**config.mk**
```make
export PLATFORM = sky130hd
export DESIGN_NAME = txzc_monitor
export DESIGN_NICKNAME = d
export VERILOG_FILES = /design/src/rtl/txzc_pkg.sv /design/src/rtl/txzc_sample_probe.sv /design/src/rtl/txzc_lane_tracker.sv /design/src/rtl/txzc_monitor.sv
export SDC_FILE = /design/constraint.sdc
export NUM_CORES = 1
export LEC_CHECK = 0
export BUFFER_PORTS_ARGS = -buffer_cell sky130_fd_sc_hd__buf_2
export CAP_MARGIN = 25
export CORE_UTILIZATION = 27
export DETAILED_ROUTE_END_ITERATION = 8
export PLACE_DENSITY_LB_ADDON = 0.2
export SETUP_SLACK_MARGIN = 0.1
export SLEW_MARGIN = 10
export SYNTH_ARGS = -nofsm -noshare
export SYNTH_HDL_FRONTEND = slang
export SYNTH_SLANG_ARGS = --single-unit
export TNS_END_PERCENT = 5
```
**constraint.sdc**
```tcl
create_clock -name clk -period 1.1 [get_ports clk]
set_input_delay 0.055 -clock clk [delete_from_list [all_inputs] [get_ports clk]]
set_output_delay 0.055 -clock clk [all_outputs]
set_load 0.05 [all_outputs]
```
**src/rtl/txzc_pkg.sv**
```systemverilog
package txzc_pkg;
  typedef enum logic {
    CH_LEFT  = 1'b0,
    CH_RIGHT = 1'b1
  } chan_t;

  localparam int NUM_CH = 2;
endpackage

```
**src/rtl/txzc_sample_probe.sv**
```systemverilog
module txzc_sample_probe #(
  parameter int LANE_W = 8,
  parameter int LANES  = 4,
  localparam int DATA_W  = LANE_W * LANES,
  localparam int WW_BITS = (LANES > 1) ? $clog2(LANES) : 1
) (
  input  logic [DATA_W-1:0]  data,
  input  logic [WW_BITS-1:0] width,
  output logic               sign,
  output logic               all_zero
);
  logic [LANES-1:0] lane_zero;
  logic [LANES-1:0] lane_top;
  logic [LANES-1:0] lane_used;

  for (genvar l = 0; l < LANES; l++) begin : g_lane
    assign lane_zero[l] = (data[l*LANE_W +: LANE_W] == '0);
    assign lane_top[l]  = data[l*LANE_W + LANE_W - 1];
    assign lane_used[l] = (l <= int'(width));
  end

  always_comb begin
    sign     = 1'b0;
    all_zero = 1'b1;
    for (int l = 0; l < LANES; l++) begin
      if (lane_used[l]) begin
        all_zero = all_zero & lane_zero[l];
      end
      if (l == int'(width)) begin
        sign = lane_top[l];
      end
    end
  end
endmodule

```
**src/rtl/txzc_lane_tracker.sv**
```systemverilog
module txzc_lane_tracker (
  input  logic clk,
  input  logic rst,
  input  logic take,
  input  logic sign,
  input  logic all_zero,
  input  logic det_en,
  input  logic clr,
  output logic flag,
  output logic flag_nxt
);
  logic prev_sign;
  logic hit;

  assign hit      = take && det_en && ((sign != prev_sign) || all_zero);
  assign flag_nxt = hit | (flag & ~clr);

  always_ff @(posedge clk) begin
    if (rst) begin
      prev_sign <= 1'b0;
      flag      <= 1'b0;
    end else begin
      if (take) begin
        prev_sign <= sign;
      end
      flag <= flag_nxt;
    end
  end

  AST_STICKY: assert property (@(posedge clk) disable iff (rst) (flag && !clr) |=> flag);
  AST_CLEAR: assert property (@(posedge clk) disable iff (rst) (clr && !hit) |=> !flag);
  AST_SET_WINS: assert property (@(posedge clk) disable iff (rst) hit |=> flag);
  AST_PREV_HELD: assert property (@(posedge clk) disable iff (rst) !take |=> $stable(prev_sign));
  AST_PREV_TRACKS: assert property (@(posedge clk) disable iff (rst) take |=> (prev_sign == $past(sign)));
  AST_NO_LOAD_NO_SET: assert property (@(posedge clk) disable iff (rst) (!take && !flag) |=> !flag);
endmodule

```
**src/rtl/txzc_monitor.sv**
```systemverilog
module txzc_monitor #(
  parameter int LANE_W = 8,
  parameter int LANES  = 4,
  localparam int DATA_W  = LANE_W * LANES,
  localparam int WW_BITS = (LANES > 1) ? $clog2(LANES) : 1
) (
  input  logic               clk,
  input  logic               rst,
  input  logic               load_valid,
  input  logic [DATA_W-1:0]  load_data,
  input  logic               load_right,
  input  logic [WW_BITS-1:0] word_width,
  input  logic               det_en_left,
  input  logic               det_en_right,
  input  logic               irq_en_left,
  input  logic               irq_en_right,
  input  logic               clr_left,
  input  logic               clr_right,
  output logic               flag_left,
  output logic               flag_right,
  output logic               irq
);
  import txzc_pkg::*;

  logic sample_sign;
  logic sample_zero;
  logic [NUM_CH-1:0] det_en_v;
  logic [NUM_CH-1:0] irq_en_v;
  logic [NUM_CH-1:0] clr_v;
  logic [NUM_CH-1:0] flag_v;
  logic [NUM_CH-1:0] flag_nxt_v;
  chan_t             tag;

  assign det_en_v = {det_en_right, det_en_left};
  assign irq_en_v = {irq_en_right, irq_en_left};
  assign clr_v    = {clr_right, clr_left};
  assign tag      = chan_t'(load_right);

  txzc_sample_probe #(
    .LANE_W(LANE_W),
    .LANES (LANES)
  ) u_probe (
    .data    (load_data),
    .width   (word_width),
    .sign    (sample_sign),
    .all_zero(sample_zero)
  );

  for (genvar c = 0; c < NUM_CH; c++) begin : g_ch
    logic take_c;
    assign take_c = load_valid && (tag == chan_t'(c));

    txzc_lane_tracker u_trk (
      .clk     (clk),
      .rst     (rst),
      .take    (take_c),
      .sign    (sample_sign),
      .all_zero(sample_zero),
      .det_en  (det_en_v[c]),
      .clr     (clr_v[c]),
      .flag    (flag_v[c]),
      .flag_nxt(flag_nxt_v[c])
    );
  end

  always_ff @(posedge clk) begin
    if (rst) begin
      irq <= 1'b0;
    end else begin
      irq <= |(flag_nxt_v & irq_en_v);
    end
  end

  assign flag_left  = flag_v[0];
  assign flag_right = flag_v[1];

  AST_IRQ_NEEDS_FLAG: assert property (@(posedge clk) disable iff (rst) irq |-> (flag_left || flag_right));
  AST_IRQ_MASKED: assert property (@(posedge clk) disable iff (rst) (!irq_en_left && !irq_en_right) |=> !irq);
  AST_LEFT_UNTOUCHED: assert property (@(posedge clk) disable iff (rst) (load_right && !flag_left && !clr_left) |=> !flag_left);
endmodule

```
==> results_dict.tcl <==
set metrics [dict create \
    cp.depth 6 \
    dp_cells 112 \
    switchingPower_uw 163.1 \
    fin_crit_sh_pct 94.88 \
    crit_end "irq" \
    reg2reg_to "irq" \
    layout.nets 146 \
    rsz0062_at_grt "yes" \
    r2r-start "g_ch[1].u_trk.prev_sign" \
    p_leak_uw 0.0003470 \
    tightest_slew_ps 409.8 \
    max_cap_viol_count 0 \
    clockPowerShare_pct 35.2 \
    io_pins 47 \
    die_h_um 39.23 \
    tns_ps 0 \
    multi_input_area_sq_um 286.5 \
    finClkSkew_ps 1.015 \
    synth_area_per_cell_sq_um 8.133 \
    hold_class "in -> reg" \
    core-area_sq_mm 0.001301 \
    synth_seq_cells 5 \
    cts_tree "yes" \
    seqCellArea_sq_um 100.1 \
    p_int_uw 447.3 \
    dpl.hpwl_um 995.3 \
    syn_nets 90 \
    dieArea_sq_mm 0.001539 \
    fin_total_pwr_uw 610.5 \
    holdBufCountCts 0 \
    fill_cells 141 \
    grt_usage_pct 16.05 \
    fp-row-count 13 \
    crit_start "word_width[0]" \
    place.gp.congestion 0.6407 \
    drv_slew 0 \
    first_pass_iters 4 \
    p_comb_share_pct 32.8 \
    layout.cells.non_filler 116 \
    worstSetupStartpointType "input pin" \
    die_w_um 39.23 \
    setup_viol 0 \
    cts_sinks 5 \
    ys_types 23 \
    wirelength_mm 1.162 \
    ant_nets 0 \
    vias_per_cell 4.897 \
    cp.required_ps 1230 \
    ys_seq_area_share_pct 26.76 \
    outcome "completed" \
    first_iter_violations 5 \
    relSlewSlack_pct 72.31 \
    syn_inst 46 \
    power_density_mw_per_mm2 838.3 \
    finalCriticalPeriod_ps 1044 \
    cts.clk_slew.worst_paths_ps 40 \
    ys_warn_count 0 \
    cp-end-kind "flip-flop" \
    clockBufferDepth 2 \
    numPortBuffers 46 \
    ir_drop_uv 396.3 \
    cp_slowest_cell "mux4_2" \
    crit_buf_inv 1 \
    switching_share_pct 26.72 \
    cpPeakStageDelay_ps 570 \
    grt_max_degree 6 \
    wire_per_inst_um 10.02 \
    p_seq_share_pct 32.1 \
    r2r_cells 4 \
    hold_ws_ps 35.16 \
    placed_cell_area_sq_um 660.6 \
    grt.overflow.total 0 \
    drive_above_1_share_pct 62.38 \
    n_antenna_cell 0 \
    crit_fanout 3 \
    cts_setup_buffers 0 \
    route.detailed.drc 0 \
    final_hold_viol_count 0 \
    arrival_ps 1170 \
    grt_pass1_vias 460 \
    critPathKind "in -> reg" \
    rrSetupSlack_ps 170 \
    crit_family "multiplexers" \
    cts_inserted_buffers 3 \
    initial_core_util_pct 28.75 \
    via_count 568 \
    syn-cell-area_sq_um 374.1 \
    crit_path_cell_trace "buf_6 > mux4_2 > xnor2_2 > nor2_2 > a21oi_2 > o221ai_2" \
    grt_pass1_wl_mm 1.600 \
    postLayoutCellArea_sq_um 728.2 \
    antenna_found_initial 0 \
    insertion_delay_ps 240 \
    syn_to_final_growth_pct 94.65 \
    cts-htree-levels 1 \
    root_buffer "clkbuf_4" \
    max_freq_ghz 0.9581 \
]
[power by group through the flow]
| stage | Combinational (uW) | Clock [uW] | Sequential (uW) |
|---|---|---|---|
| 5_1_grt | 217 | 234 | 196 |
| 2_1_floorplan | 55.7 | 0 | 210 |
| 6_report | 200 | 215 | 196 |
| 3_3_place_gp | 181 | 0 | 198 |
| 3_5_place_dp | 183 | 0 | 198 |
| 4_1_cts | 186 | 223 | 195 |
[cells in the final DEF (no fill, tap or decap)]
master	instances
a21boi_0	1
a21oi_1	1
a21oi_2	2
a31oi_1	1
and2_2	1
buf_2	42
buf_4	5
buf_6	4
clkbuf_1	1
clkbuf_4	3
dfxtp_1	5
inv_1	1
mux2i_1	1
mux4_2	1
nand2_1	6
nand3_1	1
nand4_1	1
nand4b_1	1
nor2_1	5
nor2_2	1
nor2b_1	1
nor4_1	7
nor4_2	1
nor4bb_1	1
o21a_1	1
o21ai_0	2
o21ai_1	1
o221ai_2	1
xnor2_2	2
[worst min path at each step]
stage	slack, ps	depth (start not counted)	end	from
after detailed placement	290	3	irq	irq_en_left
after global placement	280	3	irq	irq_en_left
after global routing	50	3	irq	irq_en_left
final	40	3	irq	irq_en_left
after CTS	30	3	irq	irq_en_left
after floorplan	120	1	g_ch[1].u_trk.prev_sign	rst
[layout make-up]
class	count	share of cell area, %
clock buffers	4	3.608
multi-input cells	40	39.35
well taps	15	2.577
repair buffers	51	40.21
flip-flops and latches	5	13.75
inverters	1	0.5155
[worst min-delay path, cell delays in order]
cell	delay [ps]
buf_2	100
a21oi_2	50
o221ai_2	50
[sequential cells by signal, indices dropped and copies added, names as in the netlist]
name / count
g_ch.u_trk.prev_sign: 2
irq: 1
g_ch.u_trk.flag: 2
[logic make-up (layout without fill, tap and decap cells)]
group / Yosys count / count (layout) / share of synthesized area, %
AO/OA/AOI/OAI: 10 / 10 / 19.73
XOR/XNOR: 2 / 2 / 6.691
buffers and inverters: 1 / 56 / 1.002
flip-flops: 5 / 5 / 26.76
multiplexers: 2 / 2 / 8.695
AND/OR/NAND/NOR: 26 / 26 / 37.13
[through the flow]
stage	worst slack, ps	util (%)
floorplan	-45.98	-
global placement	-192.3	50.77
detailed placement	-197.6	50.77
CTS	60.43	53.27
global route	-2.572	55.96
finish	56.31	55.96
[what timing repair did]
action	CTS	global route
endpoints found under the setup margin	3	3
pin swaps	0	2
gates resized for setup	1	6
hold endpoints to repair	0	0
[cells in the mapped netlist (all sizes together)]
| master | instances | area (sq um) |
|---|---|---|
| mux2i | 1 | 10.01 |
| o21ai | 3 | 15.01 |
| nor2 | 6 | 22.52 |
| mux4 | 1 | 22.52 |
| o221ai | 1 | 15.01 |
| dfxtp | 5 | 100.1 |
| and2 | 1 | 7.510 |
| a21boi | 1 | 7.510 |
| nor2b | 1 | 6.260 |
| nand4b | 1 | 8.760 |
| inv | 1 | 3.750 |
| a31oi | 1 | 6.260 |
| xnor2 | 2 | 25.03 |
| o21a | 1 | 7.510 |
| nand2 | 6 | 22.52 |
| nor4 | 8 | 50.05 |
| a21oi | 3 | 22.52 |
| nand4 | 1 | 6.260 |
| nor4bb | 1 | 10.01 |
| nand3 | 1 | 5.000 |
[per-layer routing]
| metal | wire, um | track usage, % | up-vias |
|---|---|---|---|
| met4 | 32 | 12.93 | 0 |
| li1 | - | - | 289 |
| met1 | 431 | 15.75 | 235 |
| met3 | 136 | 4.046 | 5 |
| met2 | 562 | 27.92 | 39 |
| met5 | 0 | 0 | - |
No activity file was read; power rests on OpenSTA's default activity.
